File: config.mk
export PLATFORM = sky130hd
export DESIGN_NAME = cs_lock_qualifier
export DESIGN_NICKNAME = d
export VERILOG_FILES = /design/src/rtl/cslq_pkg.sv /design/src/rtl/cslq_collector.sv /design/src/rtl/cslq_fields.sv /design/src/rtl/cslq_policy.sv /design/src/rtl/cs_lock_qualifier.sv
export SDC_FILE = /design/constraint.sdc
export NUM_CORES = 1
export LEC_CHECK = 0
export BUFFER_PORTS_ARGS = -buffer_cell sky130_fd_sc_hd__buf_2
export CORE_MARGIN = 2
export CORE_UTILIZATION = 50
export DETAILED_ROUTE_END_ITERATION = 10
export MAX_ROUTING_LAYER = met4
export PLACE_DENSITY = 0.85
export SKIP_LAST_GASP = 1
export SLEW_MARGIN = 25
export SYNTH_ARGS = -nofsm -noshare
export SYNTH_HDL_FRONTEND = slang
export SYNTH_SLANG_ARGS = --single-unit
File: constraint.sdc
create_clock -name clk -period 1.8 [get_ports clk]
set_clock_uncertainty 0.2 [all_clocks]
set_input_delay 0.09 -clock clk [delete_from_list [all_inputs] [get_ports clk]]
set_output_delay 0.09 -clock clk [all_outputs]
set_load 0.005 [all_outputs]
File: src/rtl/cslq_pkg.sv
package cslq_pkg;

    localparam int BLOCK_BITS = 192;
    localparam int CAP_W      = 32;
    localparam int STATUS_W   = 16;

    localparam int NONPCM_POS = 1;
    localparam int PRE_LSB    = 3;
    localparam int FS_LSB     = 24;
    localparam int ACC_LSB    = 28;

    localparam logic [2:0] PRE_FLAGGED = 3'b001;
    localparam logic [3:0] FS_44K1     = 4'b0000;
    localparam logic [3:0] FS_48K      = 4'b0010;
    localparam logic [3:0] FS_32K      = 4'b0011;

    localparam logic [1:0] RATE_NONE = 2'b00;
    localparam logic [1:0] RATE_32   = 2'b01;
    localparam logic [1:0] RATE_44   = 2'b10;
    localparam logic [1:0] RATE_48   = 2'b11;

    typedef enum logic [1:0] {
        ST_IDLE    = 2'd0,
        ST_HUNT    = 2'd1,
        ST_COLLECT = 2'd2
    } cslq_state_e;

    typedef struct packed {
        logic       non_pcm;
        logic [2:0] preemph;
        logic [3:0] fs_code;
        logic [1:0] clk_acc;
    } cs_fields_t;

endpackage

File: src/rtl/cslq_collector.sv
module cslq_collector
    import cslq_pkg::*;
#(
    parameter int NBITS = BLOCK_BITS,
    parameter int CAPW  = CAP_W
) (
    input  logic            clk,
    input  logic            rst_n,
    input  logic            raw_lock,
    input  logic            frame_valid,
    input  logic            cs_bit,
    input  logic            block_start,
    output logic [CAPW-1:0] cap,
    output logic            commit
);

    localparam int CNT_W  = $clog2(NBITS + 1);
    localparam int CAP_IW = $clog2(CAPW);
    localparam logic [CNT_W-1:0] LAST_IDX = CNT_W'(NBITS - 1);
    localparam logic [CNT_W-1:0] CAP_LIM  = CNT_W'(CAPW);

    cslq_state_e      state, state_d;
    logic [CNT_W-1:0] cnt;
    logic [CNT_W-1:0] idx;
    logic             take_bit;
    logic             last_bit;

    // bit position of the current frame: restart on block start
    always_comb begin
        idx      = block_start ? '0 : cnt;
        take_bit = 1'b0;
        unique case (state)
            ST_IDLE:    take_bit = 1'b0;
            ST_HUNT:    take_bit = raw_lock && frame_valid && block_start;
            ST_COLLECT: take_bit = raw_lock && frame_valid;
            default:    take_bit = 1'b0;
        endcase
        last_bit = (state == ST_COLLECT) && take_bit && !block_start
                   && (cnt == LAST_IDX);
    end

    // next-state logic
    always_comb begin
        state_d = state;
        unique case (state)
            ST_IDLE: begin
                if (raw_lock) state_d = ST_HUNT;
            end
            ST_HUNT: begin
                if (!raw_lock)                        state_d = ST_IDLE;
                else if (frame_valid && block_start)  state_d = ST_COLLECT;
            end
            ST_COLLECT: begin
                if (!raw_lock)     state_d = ST_IDLE;
                else if (last_bit) state_d = ST_HUNT;
            end
            default: state_d = ST_IDLE;
        endcase
    end

    // state register
    always_ff @(posedge clk) begin
        if (!rst_n) state <= ST_IDLE;
        else        state <= state_d;
    end

    // data path and commit pulse
    always_ff @(posedge clk) begin
        if (!rst_n) begin
            cnt    <= '0;
            cap    <= '0;
            commit <= 1'b0;
        end else begin
            commit <= last_bit;
            if (take_bit) begin
                cnt <= idx + 1'b1;
                if (idx < CAP_LIM) cap[idx[CAP_IW-1:0]] <= cs_bit;
            end else if (state_d != ST_COLLECT) begin
                cnt <= '0;
            end
        end
    end

    p_commit_from_collect_r1: assert property (@(posedge clk) disable iff (!rst_n)
        commit |-> $past(state == ST_COLLECT && raw_lock));

    p_count_bound_r1: assert property (@(posedge clk) disable iff (!rst_n)
        cnt <= CNT_W'(NBITS));

    p_idle_on_unlock_r8: assert property (@(posedge clk) disable iff (!rst_n)
        !raw_lock |=> state == ST_IDLE);

endmodule

File: src/rtl/cslq_fields.sv
module cslq_fields
    import cslq_pkg::*;
#(
    parameter int CAPW = CAP_W
) (
    input  logic            clk,
    input  logic            rst_n,
    input  logic            raw_lock,
    input  logic            commit,
    input  logic [CAPW-1:0] cap,
    output cs_fields_t      fields,
    output logic            fields_valid
);

    cs_fields_t decoded;

    always_comb begin
        decoded.non_pcm = cap[NONPCM_POS];
        decoded.preemph = cap[PRE_LSB +: 3];
        decoded.fs_code = cap[FS_LSB +: 4];
        decoded.clk_acc = cap[ACC_LSB +: 2];
    end

    always_ff @(posedge clk) begin
        if (!rst_n) begin
            fields       <= '0;
            fields_valid <= 1'b0;
        end else if (!raw_lock) begin
            fields_valid <= 1'b0;
        end else if (commit) begin
            fields       <= decoded;
            fields_valid <= 1'b1;
        end
    end

    p_valid_rise_r8: assert property (@(posedge clk) disable iff (!rst_n)
        $rose(fields_valid) |-> $past(commit && raw_lock));

    p_fields_hold_r1: assert property (@(posedge clk) disable iff (!rst_n)
        !$past(commit) |-> $stable(fields));

endmodule

File: src/rtl/cslq_policy.sv
module cslq_policy
    import cslq_pkg::*;
#(
    parameter int SW = STATUS_W
) (
    input  logic          raw_lock,
    input  logic          fields_valid,
    input  cs_fields_t    fields,
    input  logic          mute_override,
    output logic          lock_q,
    output logic          mute_req,
    output logic          deemph_en,
    output logic [1:0]    deemph_rate,
    output logic [SW-1:0] status_word
);

    logic       pcm_ind;
    logic [1:0] rate_code;

    always_comb begin
        unique case (fields.fs_code)
            FS_32K:  rate_code = RATE_32;
            FS_44K1: rate_code = RATE_44;
            FS_48K:  rate_code = RATE_48;
            default: rate_code = RATE_NONE;
        endcase
    end

    always_comb begin
        pcm_ind     = fields_valid && !fields.non_pcm;
        lock_q      = raw_lock && pcm_ind;
        mute_req    = !lock_q && !mute_override;
        deemph_en   = lock_q && (fields.preemph == PRE_FLAGGED)
                      && (rate_code != RATE_NONE);
        deemph_rate = deemph_en ? rate_code : RATE_NONE;
        status_word          = '0;
        status_word[0]       = lock_q;
        status_word[1]       = pcm_ind;
        status_word[2]       = fields_valid;
        status_word[5:3]     = fields.preemph;
        status_word[9:6]     = fields.fs_code;
        status_word[11:10]   = fields.clk_acc;
    end

endmodule

File: src/rtl/cs_lock_qualifier.sv
module cs_lock_qualifier
    import cslq_pkg::*;
#(
    parameter int NBITS = BLOCK_BITS,
    parameter int CAPW  = CAP_W,
    parameter int SW    = STATUS_W
) (
    input  logic          clk,
    input  logic          rst_n,
    input  logic          raw_lock,
    input  logic          frame_valid,
    input  logic          cs_bit,
    input  logic          block_start,
    input  logic          mute_override,
    output logic          lock_q,
    output logic          mute_req,
    output logic          deemph_en,
    output logic [1:0]    deemph_rate,
    output logic [SW-1:0] status_word
);

    logic [CAPW-1:0] cap;
    logic            commit;
    cs_fields_t      fields;
    logic            fields_valid;

    cslq_collector #(.NBITS(NBITS), .CAPW(CAPW)) u_collect (
        .clk         (clk),
        .rst_n       (rst_n),
        .raw_lock    (raw_lock),
        .frame_valid (frame_valid),
        .cs_bit      (cs_bit),
        .block_start (block_start),
        .cap         (cap),
        .commit      (commit)
    );

    cslq_fields #(.CAPW(CAPW)) u_fields (
        .clk          (clk),
        .rst_n        (rst_n),
        .raw_lock     (raw_lock),
        .commit       (commit),
        .cap          (cap),
        .fields       (fields),
        .fields_valid (fields_valid)
    );

    cslq_policy #(.SW(SW)) u_policy (
        .raw_lock      (raw_lock),
        .fields_valid  (fields_valid),
        .fields        (fields),
        .mute_override (mute_override),
        .lock_q        (lock_q),
        .mute_req      (mute_req),
        .deemph_en     (deemph_en),
        .deemph_rate   (deemph_rate),
        .status_word   (status_word)
    );

    p_nonpcm_unlocked_r2: assert property (@(posedge clk) disable iff (!rst_n)
        (fields_valid && fields.non_pcm) |-> !lock_q);

    p_lock_needs_raw_r8: assert property (@(posedge clk) disable iff (!rst_n)
        !raw_lock |-> !lock_q);

    p_mute_when_unlocked_r4: assert property (@(posedge clk) disable iff (!rst_n)
        (!lock_q && !mute_override) |-> mute_req);

    p_rate_matches_enable_r7: assert property (@(posedge clk) disable iff (!rst_n)
        deemph_en == (deemph_rate != 2'b00));

    p_deemph_needs_lock_r6: assert property (@(posedge clk) disable iff (!rst_n)
        deemph_en |-> (lock_q && fields_valid));

endmodule

==> flow_summary.json <==
{
  "outcome": "finished, violations left",
  "violations": "setup timing",
  "initial_utilization_pct": 51.4,
  "sw_frac_of_total_pct": 22.9,
  "post-dp-hpwl_um": 2710,
  "crit_type": "flop to flop",
  "cts_tree": "built",
  "hold_path_depth": 3,
  "drc": 0,
  "antenna_cells": 0,
  "min_period_ns": 1.93,
  "r2r_setup_slack_ns": -0.13,
  "end_kind": "flop",
  "crit_fanout": 4,
  "num_io_pins": 28,
  "synthArstFlopShare_pct": 0,
  "viasPerCell": 5.88,
  "setup_viol": 13,
  "worst_pin_slew_ns": 0.779,
  "seqPwrFrac_pct": 48.3,
  "grt_pass1_vias": 1584,
  "synth_cell_types": 46,
  "drt-wirelength-per-cell_um": 16.6,
  "cap_violations": 0,
  "synth_area_per_cell_um2": 8.07,
  "use_met3_pct": 6.34,
  "placeableCoreArea_mm2": 0.00331,
  "rsz0062_at_grt": "true",
  "htreeDepth": 2,
  "worstPathRequired_ns": 1.82,
  "synthCells": 211,
  "synth_edf_count": 0,
  "die_h_um": 62.4,
  "antenna_found_initial": 0,
  "cts_buffers": 5,
  "synth.most_common_cell": "nand2_1",
  "clk_pin_slew_ns": 0.10,
  "worst_hold_slack_ns": 0.0511,
  "io_buffers": 23,
  "layout_worst_path_cycle_share_pct": 107,
  "cp.arrival_ns": 1.95,
  "reg2regPathDepth": 5,
  "power.share.clock_pct": 42.2,
  "critPathMaxStageDelay_ns": 0.70,
  "fin_area_mm2": 0.00227,
  "final_nets": 260,
  "cts_root_buf": "clkbuf_4",
  "final.setup.worst_slack_ns": -0.134,
  "synth_flop_cell": "dfxtp_1",
  "met2_usage_pct": 37.8,
  "synth.area.top_cells": "dfxtp_1 38%, nand2_1 7.3%, buf_4 7.1%",
  "ys_seq_elements": 32,
  "yosysSeqAreaShare_pct": 37.6,
  "peakVddDrop_v": 0.000346,
  "gr-total-overflow": 0,
  "min_path_type": "input pin to flop",
  "use_met1_pct": 24.9,
  "combPwrFrac_pct": 9.5,
  "yosysTopAreaCell": "dfxtp_1",
  "powerDensity_mw_per_mm2": 651,
  "drive_above_1_share_pct": 39.8,
  "clock_latency_ns": 0.34,
  "grt_max_degree": 12,
  "wirelength_um": 4840,
  "syn-cell-area_mm2": 0.00170,
  "relSlewSlack_pct": 47.6,
  "report.final.slew_viol_count": 0,
  "clock_sinks": 32,
  "ant_nets": 0,
  "cts.path.max_buffers": 2,
  "ys_warn_count": 0,
  "p_int_mw": 1.14,
  "path_cells": "inv_1 -> nor4_1 -> nand3_2 -> nand3_2 -> o21ai_1",
  "max_clock_freq_mhz": 517,
  "drt_iter0_markers": 100,
  "busiest_layer": "met2",
  "row_count": 21,
  "ys_top_cells_by_count": "33 x nand2_1, 32 x dfxtp_1, 19 x a21oi_1",
  "p_sw_mw": 0.338,
  "area_delta_synth_final_pct": 33.1,
  "die_w_um": 62.4,
  "vias": 1717,
  "placed_area_mm2": 0.00190,
  "power_mw": 1.48,
  "cp-start-kind": "flop",
  "power.leakage_nw": 0.896,
  "crit_top_cell": "nand3_2",
  "fp.dieArea_mm2": 0.00389,
  "dr.pass1.iters": 7,
  "gp_congestion": 0.893,
  "worst_path_max_delay_cell": "nor4_1",
  "hold_violations": 0,
  "synth_top_area_share_pct": 37.6,
  "grt_pass1_wl_um": 6930,
  "grt_usage_pct": 23.3
}
-- worst paths after layout --
kind,startpoint,end
min,cs_bit,u_collect.cap[29]
min reg2reg,u_fields.fields[0],u_fields.fields[0]
max,u_collect.cnt[2],u_collect.cap[4]
max reg2reg,u_collect.cnt[2],u_collect.cap[4]
-- metal layers --
metal	up-vias	wire (um)
li1	783	-
met1	791	1760
met2	114	2400
met3	29	432
met4	0	246
met5	-	0
-- sequential cells by signal, indices dropped and copies added (netlist names) --
register / flops
u_fields.fields: 10
u_fields.fields_valid: 1
u_collect.commit: 1
u_collect.cnt: 8
u_collect.state: 2
u_collect.cap: 10
-- cell families after synthesis --
group | synth area share [%]
mux | 1.76
xor+xnor | 0.514
flops | 37.6
fa+ha+maj | 6.47
other cells | 0.220
simple gates | 25.9
compound gates | 16.2
buf+inv | 11.2
-- cells in the final DEF, fill, tap and decap left out, drive strengths merged, types with 3 or more instances in the layout --
cell type	instances
nor3	5
inv	11
clkbuf	7
conb	4
dfxtp	32
nand3	16
and4	3
or3	3
a21oi	20
and2	4
buf	45
ha	8
o21ai	8
nand2	34
mux2i	3
nand4	3
nor2	11
-- per-stage QoR --
step | util (%) | worst slack [ns] | TNS (ns) | cells
finish | 68.5 | -0.134 | -0.769 | 292
global route | 68.5 | -0.212 | -1.81 | 292
CTS | 64.7 | -0.0379 | -0.143 | 292
detailed placement | 57.3 | -0.141 | -1.41 | 277
global placement | 57.3 | -0.109 | -0.602 | 277
floorplan | - | 0.00764 | 0 | 214
-- power groups by stage --
stage	logic (mW)	clock network [mW]	registers [mW]
2_1_floorplan	0.0692	0	0.730
3_3_place_gp	0.0969	0	0.729
3_5_place_dp	0.0996	0	0.730
4_1_cts	0.124	0.638	0.712
5_1_grt	0.149	0.676	0.713
6_report	0.140	0.623	0.713
-- critical path, delay by kind of cell (launching register included) --
family	cells	cell delay [ns]
AOI/OAI and AO/OA	1	0.08
buffers and inverters	1	0.10
DFF	1	0.40
and+or+nand+nor	3	1.02
-- area by class of cell --
class / instances / area, um2
multi-input cells: 148 / 1110
fillers: 257 / 1040
flip-flops and latches: 32 / 651
repair buffers: 47 / 308
clock buffers: 7 / 65.1
well taps: 46 / 57.6
inverters: 11 / 43.8
clock inverters: 1 / 30.0
-- repair_timing --
item	CTS	global route
setup endpoints to repair	20	23
hold buffers	2	0
setup buffers	5	0
resized for setup	20	26
endpoints found under the hold margin	3	0
pin swaps	13	16
Note: power is estimated with default switching activity, not from simulation.
